[src/rtl/gprf_pkg.sv]
package gprf_pkg;

    localparam int DW = 16;
    localparam int HW = DW / 2;

    typedef enum logic [1:0] {
        ACC_WORD = 2'd0,
        ACC_LOW  = 2'd1,
        ACC_HIGH = 2'd2,
        ACC_RSVD = 2'd3
    } acc_e;

    typedef struct packed {
        logic hi;
        logic lo;
    } strobe_t;

    // normal word -> interleaved lanes (low bit k at 2k, high bit k at 2k+1)
    function automatic logic [DW-1:0] to_lanes(input logic [DW-1:0] w);
        logic [DW-1:0] r;
        for (int k = 0; k < HW; k++) begin
            r[2*k]   = w[k];
            r[2*k+1] = w[k+HW];
        end
        return r;
    endfunction

    function automatic logic [DW-1:0] from_lanes(input logic [DW-1:0] s);
        logic [DW-1:0] r;
        for (int k = 0; k < HW; k++) begin
            r[k]    = s[2*k];
            r[k+HW] = s[2*k+1];
        end
        return r;
    endfunction

    // half exchange in lane order: neighbouring lanes trade places
    function automatic logic [DW-1:0] pair_swap(input logic [DW-1:0] s);
        logic [DW-1:0] r;
        for (int k = 0; k < HW; k++) begin
            r[2*k]   = s[2*k+1];
            r[2*k+1] = s[2*k];
        end
        return r;
    endfunction

endpackage

[src/rtl/rf_decode.sv]
module rf_decode
    import gprf_pkg::*;
#(
    parameter int NREG   = 8,
    parameter int NSPLIT = 4,
    localparam int IDXW  = $clog2(NREG)
) (
    input  logic                 rd_en,
    input  logic                 wr_en,
    input  logic [IDXW-1:0]      idx,
    input  acc_e                 mode,
    output strobe_t [NREG-1:0]   stb,
    output logic                 rd_go,
    output logic                 refuse
);
    localparam logic [IDXW:0] SPLIT_LIM = (IDXW+1)'(NSPLIT);

    logic byte_ok;
    logic write_go;

    always_comb begin
        byte_ok  = ({1'b0, idx} < SPLIT_LIM);
        write_go = wr_en && !rd_en &&
                   ((mode == ACC_WORD) ||
                    (((mode == ACC_LOW) || (mode == ACC_HIGH)) && byte_ok));
        rd_go    = rd_en && !wr_en;
        refuse   = wr_en && !write_go;
        for (int i = 0; i < NREG; i++) begin
            stb[i].lo = write_go && (idx == IDXW'(i)) && (mode != ACC_HIGH);
            stb[i].hi = write_go && (idx == IDXW'(i)) && (mode != ACC_LOW);
        end
    end

endmodule

[src/rtl/rf_bank.sv]
module rf_bank
    import gprf_pkg::*;
#(
    parameter int NREG   = 8,
    parameter int NSPLIT = 4
) (
    input  logic                        clk,
    input  logic                        rst,
    input  strobe_t [NREG-1:0]          stb,
    input  logic    [DW-1:0]            wlanes,
    output logic    [NREG-1:0][DW-1:0]  q
);
    localparam logic [DW-1:0] ODD_LANES  = {HW{2'b10}};
    localparam logic [DW-1:0] EVEN_LANES = {HW{2'b01}};

    for (genvar i = 0; i < NREG; i++) begin : g_reg
        if (i < NSPLIT) begin : g_split
            logic [DW-1:0] mask;
            assign mask = {HW{stb[i].hi, stb[i].lo}};
            always_ff @(posedge clk) begin
                if (rst) q[i] <= '0;
                else     q[i] <= (q[i] & ~mask) | (wlanes & mask);
            end

            a_r3_low_keeps_high: assert property (@(posedge clk) disable iff (rst)
                (stb[i].lo && !stb[i].hi) |=>
                    ((q[i] & ODD_LANES) == ($past(q[i]) & ODD_LANES)));
            a_r4_high_keeps_low: assert property (@(posedge clk) disable iff (rst)
                (stb[i].hi && !stb[i].lo) |=>
                    ((q[i] & EVEN_LANES) == ($past(q[i]) & EVEN_LANES)));
        end else begin : g_full
            always_ff @(posedge clk) begin
                if (rst)                      q[i] <= '0;
                else if (stb[i].lo || stb[i].hi) q[i] <= wlanes;
            end

            a_r5_word_only: assert property (@(posedge clk) disable iff (rst)
                stb[i].lo == stb[i].hi);
        end

        a_r5_idle_holds: assert property (@(posedge clk) disable iff (rst)
            !(stb[i].lo || stb[i].hi) |=> $stable(q[i]));
    end

    a_r6_one_target: assert property (@(posedge clk) disable iff (rst)
        $onehot0({stb[0].lo, stb[1].lo, stb[2].lo, stb[3].lo,
                  stb[NREG-4].hi, stb[NREG-3].hi, stb[NREG-2].hi, stb[NREG-1].hi}) ||
        (NREG != 8));

endmodule

[src/rtl/rf_readout.sv]
module rf_readout
    import gprf_pkg::*;
#(
    parameter int NREG  = 8,
    localparam int IDXW = $clog2(NREG)
) (
    input  logic                        clk,
    input  logic                        rst,
    input  logic                        rd_go,
    input  logic                        swap,
    input  logic [IDXW-1:0]             idx,
    input  logic [NREG-1:0][DW-1:0]     q,
    output logic [DW-1:0]               rdata
);
    logic [DW-1:0] picked;

    always_comb begin
        picked = q[idx];
        if (swap) picked = pair_swap(picked);
    end

    always_ff @(posedge clk) begin
        if (rst)        rdata <= '0;
        else if (rd_go) rdata <= from_lanes(picked);
    end

    a_r10_read_hold: assert property (@(posedge clk) disable iff (rst)
        !rd_go |=> $stable(rdata));

endmodule

[src/rtl/gp_regfile.sv]
module gp_regfile
    import gprf_pkg::*;
#(
    parameter int NREG   = 8,
    parameter int NSPLIT = 4,
    localparam int IDXW  = $clog2(NREG)
) (
    input  logic            clk,
    input  logic            rst,
    input  logic [IDXW-1:0] idx_i,
    input  logic            rd_en_i,
    input  logic            wr_en_i,
    input  logic [1:0]      mode_i,
    input  logic            swap_i,
    input  logic [DW-1:0]   wdata_i,
    output logic [DW-1:0]   rd_data_o,
    output logic            illegal_o
);
    strobe_t [NREG-1:0]         stb;
    logic                       rd_go;
    logic                       refuse;
    logic [DW-1:0]              wlanes;
    logic [NREG-1:0][DW-1:0]    q;

    always_comb begin
        wlanes = to_lanes(wdata_i);
        if (swap_i) wlanes = pair_swap(wlanes);
    end

    rf_decode #(.NREG(NREG), .NSPLIT(NSPLIT)) u_dec (
        .rd_en  (rd_en_i),
        .wr_en  (wr_en_i),
        .idx    (idx_i),
        .mode   (acc_e'(mode_i)),
        .stb    (stb),
        .rd_go  (rd_go),
        .refuse (refuse)
    );

    rf_bank #(.NREG(NREG), .NSPLIT(NSPLIT)) u_bank (
        .clk    (clk),
        .rst    (rst),
        .stb    (stb),
        .wlanes (wlanes),
        .q      (q)
    );

    rf_readout #(.NREG(NREG)) u_rd (
        .clk   (clk),
        .rst   (rst),
        .rd_go (rd_go),
        .swap  (swap_i),
        .idx   (idx_i),
        .q     (q),
        .rdata (rd_data_o)
    );

    always_ff @(posedge clk) begin
        if (rst) illegal_o <= 1'b0;
        else     illegal_o <= refuse;
    end

    a_r6_conflict_flag: assert property (@(posedge clk) disable iff (rst)
        (rd_en_i && wr_en_i) |=> illegal_o);
    a_r9_reserved_flag: assert property (@(posedge clk) disable iff (rst)
        (wr_en_i && mode_i == 2'd3) |=> illegal_o);
    a_r10_read_clear: assert property (@(posedge clk) disable iff (rst)
        (rd_en_i && !wr_en_i) |=> !illegal_o);

endmodule

[config.mk]
export PLATFORM = sky130hd
export DESIGN_NAME = gp_regfile
export DESIGN_NICKNAME = d
export VERILOG_FILES = /design/src/rtl/gprf_pkg.sv /design/src/rtl/rf_decode.sv /design/src/rtl/rf_bank.sv /design/src/rtl/rf_readout.sv /design/src/rtl/gp_regfile.sv
export SDC_FILE = /design/constraint.sdc
export NUM_CORES = 1
export LEC_CHECK = 0
export BUFFER_PORTS_ARGS = -buffer_cell sky130_fd_sc_hd__buf_4
export CAP_MARGIN = 20
export CORE_MARGIN = 1
export CORE_UTILIZATION = 62
export DETAILED_ROUTE_END_ITERATION = 10
export GPL_ROUTABILITY_DRIVEN = 0
export HOLD_SLACK_MARGIN = 0.1
export PLACE_DENSITY = 0.81
export SYNTH_ARGS = -nofsm -noshare
export SYNTH_HDL_FRONTEND = slang
export SYNTH_SLANG_ARGS = --single-unit
[constraint.sdc]
create_clock -name clk -period 2.4 [get_ports clk]
set_input_delay 0.12 -clock clk [delete_from_list [all_inputs] [get_ports clk]]
set_output_delay 0.12 -clock clk [all_outputs]
set_load 0.01 [all_outputs]
==> results.sh, run 1 <==
export IMPL_synth_area_um2=7670
export IMPL_pwr_density_cell_nw_per_um2=688
export IMPL_crit_slowest_cell="sky130_fd_sc_hd__nor4_4"
export IMPL_vias_per_cell=8.08
export IMPL_yosysTopAreaCellShare_pct=37.8
export IMPL_route_detailed_drc=0
export IMPL_reg2reg_start="u_bank.q[122]"
export IMPL_power_leakage_uw=0.00270
export IMPL_netlist_top_cell_by_area="sky130_fd_sc_hd__dfxtp_1"
export IMPL_finalHoldViolCount=0
export IMPL_clkLatencyLatePin_ns=0.43
export IMPL_filler_cells=881
export IMPL_critical_path_startpoint="wr_en_i"
export IMPL_initial_utilization_pct=63.9
export IMPL_synthesis_area_per_instance_um2=10.7
export IMPL_placed_area_um2=7750
export IMPL_die_area_um2=12800
export IMPL_worstPathCellList="dlygate4sd3_1 > buf_4 > nand2b_1 > nor4_4 > a211oi_1"
export IMPL_report_power_total_uw=5750
export IMPL_rr_worst_depth=3
export IMPL_worst_slew_pin_tran_ns=0.810
export IMPL_cp_required_ns=2.68
export IMPL_multi_input_area_um2=4090
export IMPL_finalCoreUtilization_pct=69.5
export IMPL_routed_wl_um=23300
export IMPL_fin_worst_hold_slack_ns=0.199
export IMPL_core_area_um2=12000
export IMPL_area_grow_syn2layout_pct=8.87
export IMPL_netlist_top_cells_area="sky130_fd_sc_hd__dfxtp_1 (38%), sky130_fd_sc_hd__a41oi_1 (7.3%), sky130_fd_sc_hd__a211oi_1 (6.3%)"
export IMPL_cp_start_kind="input pin"
export IMPL_clock_sink_count=145
export IMPL_dr_total_vias=6961
export IMPL_die_h_um=113
export IMPL_synthCells=719
export IMPL_clkTransAtPathRegs_ns=0.06
export IMPL_drt_iter0_drc=1294
export IMPL_maximum_number_of_pins_on_one_net_before_global_route_repair=129
export IMPL_cts_tree="done"
export IMPL_fp_dieW_um=113
export IMPL_setup_worst_path_end_class="flop"
export IMPL_worstPathArrival_ns=2.24
export IMPL_timing_max_slew_rel_slack_pct=46.0
export IMPL_register_area_um2=2900
export IMPL_r2r_end="u_rd.rdata[13]"
export IMPL_drt_antenna_violating_nets=0
export IMPL_pin_count=43
export IMPL_routed_wire_length_per_instance_um=27.0
export IMPL_min_period_ns=1.97
export IMPL_placement_io_buffers=42
export IMPL_post_route_cells_drive_above_1_share_pct=22.1
export IMPL_cts_root_buf="sky130_fd_sc_hd__clkbuf_16"
export IMPL_worstHoldPathType="input pin to flop"
export IMPL_critical_path_peak_fanout=8
export IMPL_place_hpwl_um=13500
export IMPL_design_area_um2=8350
export IMPL_synth_warnings=0
export IMPL_worst_ir_drop_vdd_mv=0.510
export IMPL_syn_num_nets=748
export IMPL_synth_distinct_cells=42
export IMPL_timing_max_cap_violations=0
export IMPL_initial_antenna_violation_count=0
export IMPL_setup_total_negative_slack_ns=0
export IMPL_worst_path_largest_cell_delay_ns=0.85
export IMPL_grt_remaining_overflow=0
export IMPL_grt_pass1_vias=6574
export IMPL_synth_seq_cells=145
export IMPL_rows=40
export IMPL_global_route_wire_length_before_repair_um=36800
export IMPL_timing_fmax_mhz=508
export IMPL_critical_path_class="input pin to flop"
export IMPL_groute_usage_overall_pct=37.9
export IMPL_synth_seq_area_share_pct=37.8
export IMPL_run_status="completed"
export IMPL_antenna_cells_inserted=0
export IMPL_final_max_slew_violation_count=0
export IMPL_nets=732
export IMPL_rsz0062_at_grt="false"
export IMPL_clock_skew_ns=0.00947
export IMPL_total_setup_violations_reported_at_the_end_of_the_flow=0
export IMPL_cts_inserted_buffers=17
export IMPL_cts_max_level=4
export IMPL_r2r_slack_ns=0.88
export IMPL_fin_crit_sh_pct=82.0
export IMPL_cts_root_to_sink_buffers=2
export IMPL_firstDrtPassIters=6
## metrics by stage
step,cells,setup WS (ns)
after detailed placement,829,0.454
after global placement,829,0.508
after floorplan,719,0.993
final,862,0.432
after CTS,862,0.475
after global routing,862,0.347
## per-layer routing
layer	wire length [um]	part of all wire, %	global-route usage, %	vias to the layer above
met3	2810	12	11.1	100
met1	8990	39	49.6	3333
li1	-	-	-	2964
met4	953	4.1	20.4	0
met2	10600	45	56.4	564
met5	0	0	0	-
## cells by family (layout without fill, tap and decap cells)
logic type               after synthesis  count (layout)  synth area share [%]
buffers and inverters                110             106                  9.05
multiplexers                          80              80                  16.8
flip-flops                           145             145                  37.8
AND/OR/NAND/NOR                      153             153                  13.5
AO/OA/AOI/OAI                        228             228                  22.4
adder cells (fa/ha/maj)                3               3                 0.489
## cells in the final DEF (no fill, tap or decap), types with 2 or more instances in the layout
cell type | synthesis | routed
sky130_fd_sc_hd__nand2b_1 | 3 | 3
sky130_fd_sc_hd__mux2i_1 | 30 | 30
sky130_fd_sc_hd__bufinv_16 | 0 | 2
sky130_fd_sc_hd__nor4_2 | 5 | 5
sky130_fd_sc_hd__a221oi_2 | 2 | 2
sky130_fd_sc_hd__and2_1 | 3 | 2
sky130_fd_sc_hd__a221oi_1 | 14 | 14
sky130_fd_sc_hd__dfxtp_1 | 145 | 145
sky130_fd_sc_hd__a31oi_1 | 64 | 64
sky130_fd_sc_hd__inv_1 | 6 | 6
sky130_fd_sc_hd__nor4_1 | 59 | 59
sky130_fd_sc_hd__clkinvlp_4 | 0 | 2
sky130_fd_sc_hd__nor3_1 | 64 | 64
sky130_fd_sc_hd__a211oi_1 | 64 | 64
sky130_fd_sc_hd__buf_12 | 2 | 4
sky130_fd_sc_hd__nor4_4 | 8 | 8
sky130_fd_sc_hd__clkinv_2 | 0 | 5
sky130_fd_sc_hd__mux4_1 | 15 | 15
sky130_fd_sc_hd__dlygate4sd3_1 | 0 | 2
sky130_fd_sc_hd__mux2_2 | 16 | 16
sky130_fd_sc_hd__mux2i_2 | 2 | 2
sky130_fd_sc_hd__o21ai_0 | 16 | 16
sky130_fd_sc_hd__nor2b_2 | 1 | 3
sky130_fd_sc_hd__ha_1 | 3 | 3
sky130_fd_sc_hd__clkbuf_8 | 1 | 3
sky130_fd_sc_hd__a41oi_1 | 64 | 64
sky130_fd_sc_hd__mux4_2 | 17 | 17
sky130_fd_sc_hd__buf_4 | 12 | 63
sky130_fd_sc_hd__clkbuf_16 | 0 | 17
## worst min-delay path by stage
stage / startpoint / endpoint / slack (ns) / cells past startpoint
floorplan: wr_en_i / illegal_o / 0.25 / 1
global placement: wr_en_i / illegal_o / 0.39 / 2
detailed placement: wr_en_i / illegal_o / 0.40 / 2
CTS: wdata_i[2] / flop / 0.18 / 3
global route: wdata_i[13] / u_bank.q[107] / 0.22 / 4
finish: wdata_i[10] / flop / 0.20 / 3
## timing repair
action	CTS	global route
gates resized for setup	0	0
hold endpoints to repair	1	0
buffers inserted	0	0
hold buffers	2	0
## final cells by class
type	instances	area share [%]
Clock inverter	10	1.30
Tap cell	147	2.20
Clock buffer	21	5.63
Timing Repair Buffer	69	6.86
Multi-Input combinational cell	464	49.0
Inverter	6	0.270
Sequential cell	145	34.8
## synth_stat cells, drive strengths merged
| cell | count |
|---|---|
| a221oi | 16 |
| nand2 | 2 |
| a211oi | 64 |
| mux4 | 32 |
| o211a | 1 |
| a31oi | 64 |
| and2 | 3 |
| a41oi | 64 |
| o21ba | 1 |
| nor4 | 72 |
| inv | 6 |
| buf | 67 |
| a21oi | 1 |
| mux2i | 32 |
| nand2b | 3 |
| and4b | 1 |
| nand4b | 1 |
| dfxtp | 145 |
| or2 | 1 |
| nor3 | 64 |
| mux2 | 16 |
| ha | 3 |
| nor2 | 1 |
| o21ai | 16 |
| clkbuf | 37 |
| o21bai | 1 |
| nor2b | 5 |
## worst max-delay path: cells and delay by family
kind,cells,cell delay (ns)
compound gates,1,0.19
buf+inv,2,0.67
simple gates,2,1.26
## power by group
part	total (uW)	internal [uW]	switching (uW)	leakage (uW)
logic	668	213	455	0.00124
clock network	2610	1600	1010	0.000285
registers	2470	2450	24.3	0.00117
No activity file was read; power rests on OpenSTA's default activity.
==> run 2, diff against run 1 <==
--- a/config.mk
+++ b/config.mk
@@ -8,11 +8,11 @@
 export BUFFER_PORTS_ARGS = -buffer_cell sky130_fd_sc_hd__buf_4
 export CAP_MARGIN = 20
 export CORE_MARGIN = 1
-export CORE_UTILIZATION = 62
+export CORE_UTILIZATION = 55
 export DETAILED_ROUTE_END_ITERATION = 10
 export GPL_ROUTABILITY_DRIVEN = 0
 export HOLD_SLACK_MARGIN = 0.1
-export PLACE_DENSITY = 0.81
+export PLACE_DENSITY = 0.76
 export SYNTH_ARGS = -nofsm -noshare
 export SYNTH_HDL_FRONTEND = slang
 export SYNTH_SLANG_ARGS = --single-unit
==> constraint.sdc (replaced) <==
create_clock -name clk -period 1.7 [get_ports clk]
set_input_delay 0.085 -clock clk [delete_from_list [all_inputs] [get_ports clk]]
set_output_delay 0.085 -clock clk [all_outputs]
set_load 0.01 [all_outputs]
==> run 2 against run 1 <==
Clock skew shrank 0.00096 ns. Critical path depth down 1. Die area grew 13%. Hold slack got worse by 0.037 ns. Non-clock buffer count grew 28. Cell count increased by 6.7%. Combinational power grew 51%. Clock power increased by 50%. First-iteration DRC count down 20%.
==> results.sh, run 2 (synthesis results as in run 1) <==
export IMPL_run_status="completed"
export IMPL_die_area_um2=14400
export IMPL_p_switching_uw=2120
export IMPL_cts_tree="done"
export IMPL_firstDrtPassIters=5
export IMPL_worst_ir_drop_vdd_mv=0.678
export IMPL_timing_max_cap_violations=0
export IMPL_routed_wl_met2_um=10900
export IMPL_power_leakage_uw=0.00290
export IMPL_cts_max_level=4
export IMPL_nets=760
export IMPL_comb_power_share_pct=12.0
export IMPL_register_area_um2=2900
export IMPL_cts_root_to_sink_buffers=2
export IMPL_routed_wire_length_per_instance_um=25.2
export IMPL_pwr_density_cell_nw_per_um2=955
export IMPL_highest_layer="met4"
export IMPL_fin_crit_sh_pct=91.4
export IMPL_design_area_um2=8800
export IMPL_layout_cells_most_common="sky130_fd_sc_hd__dfxtp_1"
export IMPL_finalHoldViolCount=0
export IMPL_clock_skew_ns=0.00851
export IMPL_placed_area_um2=8150
export IMPL_rows=42
export IMPL_multi_input_area_um2=4090
export IMPL_total_setup_violations_reported_at_the_end_of_the_flow=0
export IMPL_groute_usage_overall_pct=33.1
export IMPL_critical_path_class="flop to flop"
export IMPL_clock_sink_count=145
export IMPL_cts_inserted_buffers=17
export IMPL_layout_common_cells="sky130_fd_sc_hd__dfxtp_1 (145), sky130_fd_sc_hd__buf_4 (78)"
export IMPL_grt_pass1_vias=6601
export IMPL_rr_worst_depth=4
export IMPL_post_cts_setup_buffers=0
export IMPL_clkLatencyLatePin_ns=0.43
export IMPL_setup_total_negative_slack_ns=0
export IMPL_final_max_slew_violation_count=0
export IMPL_rsz0062_at_grt="false"
export IMPL_min_period_ns=1.55
export IMPL_report_power_total_uw=8400
export IMPL_switching_share_pct=25.3
export IMPL_clkTransAtPathRegs_ns=0.06
export IMPL_setup_worst_path_end_class="flop"
export IMPL_die_h_um=120
export IMPL_maximum_number_of_pins_on_one_net_before_global_route_repair=129
export IMPL_core_area_um2=13400
export IMPL_post_place_ws_ns=0.00641
export IMPL_antenna_cells_inserted=0
export IMPL_critical_path_peak_fanout=2
export IMPL_routed_wl_um=23200
export IMPL_drt_antenna_violating_nets=0
export IMPL_initial_utilization_pct=57.2
export IMPL_detail_route_wirelength_met1_um=8780
export IMPL_p_int_uw=6280
export IMPL_route_detailed_drc=0
export IMPL_power_frac_clock_pct=46.5
export IMPL_dr_wl_met3_um=2750
export IMPL_vias_per_cell=7.58
export IMPL_worstHoldPathType="input pin to flop"
export IMPL_grt_remaining_overflow=0
export IMPL_pin_count=43
export IMPL_worst_slew_pin_tran_ns=0.564
export IMPL_global_route_wire_length_before_repair_um=36600
export IMPL_timing_max_slew_rel_slack_pct=61.3
export IMPL_fin_worst_hold_slack_ns=0.162
export IMPL_drt_iter0_drc=1039
export IMPL_r2r_slack_ns=0.15
export IMPL_filler_cells=976
export IMPL_cts_root_buf="sky130_fd_sc_hd__clkbuf_16"
export IMPL_cp_start_kind="flop"
export IMPL_worstPathArrival_ns=1.83
export IMPL_area_grow_syn2layout_pct=14.7
export IMPL_cp_required_ns=1.97
export IMPL_fp_dieW_um=120
export IMPL_post_route_cells_drive_above_1_share_pct=25.0
export IMPL_dr_total_vias=6976
export IMPL_critical_path_endpoint="u_rd.rdata[11]"
export IMPL_timing_fmax_mhz=643
export IMPL_place_hpwl_um=14200
export IMPL_sequentialPowerShare_pct=41.5
export IMPL_setup_slack_ns=0.146
export IMPL_r2r_end="u_rd.rdata[11]"
export IMPL_placement_io_buffers=42
export IMPL_initial_antenna_violation_count=0
==> run 2: metal layers <==
layer,global-route usage [%],vias to the layer above
met3,8.17,84
met1,42.3,3342
met4,16.2,0
li1,-,3026
met2,51.9,524
met5,0,-
==> run 2: through the flow <==
stage	util, %	instances
finish	65.7	920
global route	65.7	920
CTS	65.6	919
detailed placement	60.8	885
global placement	60.8	885
floorplan	-	719
==> run 2: layout make-up <==
cell class	instances	area share (%)
sequential	145	33.0
clock buffer	23	5.55
clock inverter	9	1.46
tap	176	2.50
timing repair buffer	97	10.8
inverter	6	0.256
multi-input combinational	464	46.5
==> run 2: worst max-delay path, stage by stage (launching register included) <==
cell and delay, ns:
sky130_fd_sc_hd__dfxtp_1 0.32, sky130_fd_sc_hd__mux4_1 0.49, sky130_fd_sc_hd__mux2i_1 0.33, sky130_fd_sc_hd__buf_4 0.21, sky130_fd_sc_hd__a221oi_1 0.07
==> run 2: power groups by stage <==
stage | sequential [uW] | clock (uW) | combinational (uW)
3_5_place_dp | 3560 | 0 | 970
5_1_grt | 3490 | 4060 | 1050
2_1_floorplan | 3560 | 0 | 642
3_3_place_gp | 3560 | 0 | 948
4_1_cts | 3490 | 3900 | 980
6_report | 3490 | 3910 | 1010
==> run 2: worst min path at each step <==
stage | startpoint | slack, ns | depth (start not counted) | endpoint
floorplan | wr_en_i | 0.22 | 1 | illegal_o
global placement | wr_en_i | 0.35 | 2 | illegal_o
detailed placement | wr_en_i | 0.37 | 2 | illegal_o
CTS | wdata_i[8] | 0.15 | 3 | flop
global route | wdata_i[7] | 0.19 | 3 | flop
finish | wdata_i[7] | 0.16 | 4 | u_bank.q[111]
==> run 2: repair_timing <==
item	in CTS	in global routing
gates resized for setup	0	0
hold buffers	2	0
endpoints found under the hold margin	1	0
==> run 3, diff against run 2 <==
--- a/config.mk
+++ b/config.mk
@@ -5,14 +5,15 @@
 export SDC_FILE = /design/constraint.sdc
 export NUM_CORES = 1
 export LEC_CHECK = 0
+export ABC_AREA = 1
 export BUFFER_PORTS_ARGS = -buffer_cell sky130_fd_sc_hd__buf_4
-export CAP_MARGIN = 20
+export CAP_MARGIN = 15
 export CORE_MARGIN = 1
-export CORE_UTILIZATION = 55
+export CORE_UTILIZATION = 61
 export DETAILED_ROUTE_END_ITERATION = 10
 export GPL_ROUTABILITY_DRIVEN = 0
 export HOLD_SLACK_MARGIN = 0.1
-export PLACE_DENSITY = 0.76
+export PLACE_DENSITY = 0.8
 export SYNTH_ARGS = -nofsm -noshare
 export SYNTH_HDL_FRONTEND = slang
 export SYNTH_SLANG_ARGS = --single-unit
==> constraint.sdc (replaced) <==
create_clock -name clk -period 1.57 [get_ports clk]
set_input_delay 0.0785 -clock clk [delete_from_list [all_inputs] [get_ports clk]]
set_output_delay 0.0785 -clock clk [all_outputs]
set_load 0.01 [all_outputs]
==> run 3 against run 2 <==
Sequential cell count did not move. Clock skew hardly changed. Die area down 19%. Count of clock-buffer cells in the layout shrank 4. First-iteration DRC count down 19%. Highest routed layer unchanged.
==> results.sh, run 3 <==
export IMPL_run_status="completed"
export IMPL_synth_ff_type="sky130_fd_sc_hd__dfxtp_1"
export IMPL_placement_io_buffers=42
export IMPL_worst_slew_pin_tran_ns=0.816
export IMPL_global_route_wire_length_before_repair_um=31500
export IMPL_drt_iter0_drc=846
export IMPL_yosysTopAreaCellShare_pct=42.3
export IMPL_placed_cells_incl_taps=1262
export IMPL_power_leakage_uw=0.00366
export IMPL_area_grow_syn2layout_pct=20.0
export IMPL_nets=1182
export IMPL_multi_input_area_um2=3500
export IMPL_worstPathCellList="dlygate4sd3_1 > buf_4 > inv_1 > nor3_2 > buf_4 > buf_6 > nor3_2 > dlygate4sd3_1"
export IMPL_synth_area_um2=6860
export IMPL_initial_utilization_pct=63.0
export IMPL_post_synth_top_count_cell="sky130_fd_sc_hd__nand2_1"
export IMPL_netlist_top_cell_by_area="sky130_fd_sc_hd__dfxtp_1"
export IMPL_dr_total_vias=7224
export IMPL_fp_dieW_um=108
export IMPL_min_period_ns=1.47
export IMPL_worst_ir_drop_vdd_mv=1.16
export IMPL_layout_cells_most_common="sky130_fd_sc_hd__nand2_1"
export IMPL_r2r_end="u_rd.rdata[11]"
export IMPL_synth_seq_cells=145
export IMPL_final_cell_count_no_fill=1304
export IMPL_vias_per_cell=5.54
export IMPL_netlist_top_cells_area="sky130_fd_sc_hd__dfxtp_1 (42%), sky130_fd_sc_hd__nand2_1 (16%), sky130_fd_sc_hd__nor2_1 (15%)"
export IMPL_timing_fmax_mhz=682
export IMPL_global_route_usage_met3_pct=7.66
export IMPL_firstDrtPassIters=7
export IMPL_clock_skew_ns=0.00878
export IMPL_synth_warnings=0
export IMPL_rsz0062_at_grt="false"
export IMPL_synth_seq_area_share_pct=42.3
export IMPL_r2r_slack_ns=0.39
export IMPL_reg2reg_start="u_bank.q[86]"
export IMPL_groute_layer_met1_usage_pct=47.0
export IMPL_pwr_density_cell_nw_per_um2=1010
export IMPL_rows=38
export IMPL_setup_worst_path_end_class="flop"
export IMPL_worstPathArrival_ns=1.89
export IMPL_cts_inserted_buffers=17
export IMPL_rr_worst_depth=8
export IMPL_fin_crit_sh_pct=93.5
export IMPL_finalHoldViolCount=0
export IMPL_synth_edf_count=0
export IMPL_synth_compound_area_share_pct=10.7
export IMPL_total_setup_violations_reported_at_the_end_of_the_flow=0
export IMPL_fin_worst_hold_slack_ns=0.105
export IMPL_clkLatencyLatePin_ns=0.54
export IMPL_layout_common_cells="sky130_fd_sc_hd__nand2_1 (298), sky130_fd_sc_hd__nor2_1 (271), sky130_fd_sc_hd__dfxtp_1 (145)"
export IMPL_grt_busiest_layer="met2"
export IMPL_route_detailed_drc=0
export IMPL_critical_path_startpoint="wr_en_i"
export IMPL_hold_depth=6
export IMPL_synthCells=1086
export IMPL_post_synth_and_or_nand_nor_area_fraction_pct=39.7
export IMPL_cts_root_to_sink_buffers=2
export IMPL_clkTransAtPathRegs_ns=0.06
export IMPL_routed_wire_length_per_instance_um=15.0
export IMPL_report_power_total_uw=8330
export IMPL_groute_usage_overall_pct=35.2
export IMPL_worst_path_largest_cell_delay_ns=0.55
export IMPL_timing_max_slew_rel_slack_pct=45.3
export IMPL_place_hpwl_um=13300
export IMPL_cts_root_buf="sky130_fd_sc_hd__clkbuf_8"
export IMPL_cts_tree="done"
export IMPL_synthesis_area_per_instance_um2=6.31
export IMPL_synthMuxAreaShare_pct=0
export IMPL_cp_required_ns=1.99
export IMPL_critical_path_peak_fanout=10
export IMPL_drt_antenna_violating_nets=0
export IMPL_hold_path_startpoint="wdata_i[8]"
export IMPL_maximum_number_of_pins_on_one_net_before_global_route_repair=57
export IMPL_initial_antenna_violation_count=0
export IMPL_grt_remaining_overflow=0
export IMPL_grt_use_met2_pct=55.1
export IMPL_crit_slowest_cell="sky130_fd_sc_hd__dlygate4sd3_1"
export IMPL_register_area_um2=2900
export IMPL_critical_path_class="input pin to flop"
export IMPL_worstHoldPathType="input pin to flop"
export IMPL_post_cts_setup_buffers=0
export IMPL_final_max_slew_violation_count=0
export IMPL_netlist_top_cells_count="sky130_fd_sc_hd__nand2_1 (298), sky130_fd_sc_hd__nor2_1 (271), sky130_fd_sc_hd__dfxtp_1 (145)"
export IMPL_grt_pass1_vias=6300
export IMPL_cp_start_kind="input pin"
export IMPL_synth_xor_xnor_area_share_pct=0
export IMPL_syn_num_nets=1115
export IMPL_die_h_um=108
export IMPL_post_route_cells_drive_above_1_share_pct=12.4
export IMPL_clock_sink_count=145
export IMPL_timing_max_cap_violations=0
export IMPL_core_area_um2=10900
export IMPL_antenna_cells_inserted=0
export IMPL_cts_max_level=4
export IMPL_filler_cells=904
export IMPL_routed_wl_um=19600
export IMPL_synthAdderAreaFrac_pct=0.547
export IMPL_pin_count=43
export IMPL_synth_distinct_cells=19
export IMPL_die_area_um2=11700
export IMPL_synth_top_family_by_area="simple AND/OR/NAND/NOR gates"
export IMPL_synth_async_sr_flop_share_pct=0
[run 3: cell count changes in the layout (fill, tap and decap cells not counted), sizes merged, moves of 47 or more]
cell    before  now
nand2        2  298
nor2         1  271
o21ai       16  133
nand3        0   94
nor4        72    0
a211oi      64    0
a31oi       64    0
a41oi       64    0
nor3        64    3
inv          6   53
[run 3: report_power, final]
part           switching (uW)  internal, uW
Combinational             592           340
Sequential               33.0          3740
Clock                    1520          2110
Total                    2140          6190
[run 3: cell type report]
type,instances,share of cell area (%)
timing repair buffer,108,11.2
tap,140,2.13
clock buffer,19,5.25
sequential,145,35.3
multi-input combinational,826,42.5
clock inverter,11,1.13
inverter,55,2.51
[run 3: logic make-up after synthesis]
| kind of cell | after synthesis |
|---|---|
| flip-flops | 145 |
| buffers and inverters | 115 |
| AND/OR/NAND/NOR | 677 |
| adder cells (fa/ha/maj) | 3 |
| AO/OA/AOI/OAI | 146 |
[run 3: how the worst max path moves through the flow]
stage                          to  slack [ns]  cells after the start
floorplan           u_bank.q[107]        0.16                      8
global placement             flop       -0.05                      5
detailed placement           flop       -0.11                     11
CTS                     illegal_o        0.08                      8
global route                 flop        0.01                      8
finish                  illegal_o        0.10                      8
[run 3: metrics by stage]
step                cell area, um2  utilization (%)  setup TNS, ns  worst slack (ns)
finish                        8230             75.6              0             0.103
global route                  8230             75.6              0            0.0143
CTS                           8220             75.5              0            0.0818
detailed placement            7570             69.6          -3.50            -0.110
global placement              7570             69.6          -1.23           -0.0455
floorplan                     6860                -              0             0.162
[run 3: worst max-delay path: cells and delay by family]
kind	cells	cell delay (ns)
buf+inv	6	1.58
simple gates	2	0.22
[run 3: timing repair]
item	CTS	global route
hold buffers	12	0
hold endpoints to repair	62	0
endpoints found under the setup margin	0	2
gates resized for setup	0	5
[run 3: layer usage]
metal  wire (um)  part of all wire, %
met1        8470                   43
met2        9030                   46
met3        1680                  8.5
met4         425                  2.2
met5           0                    0
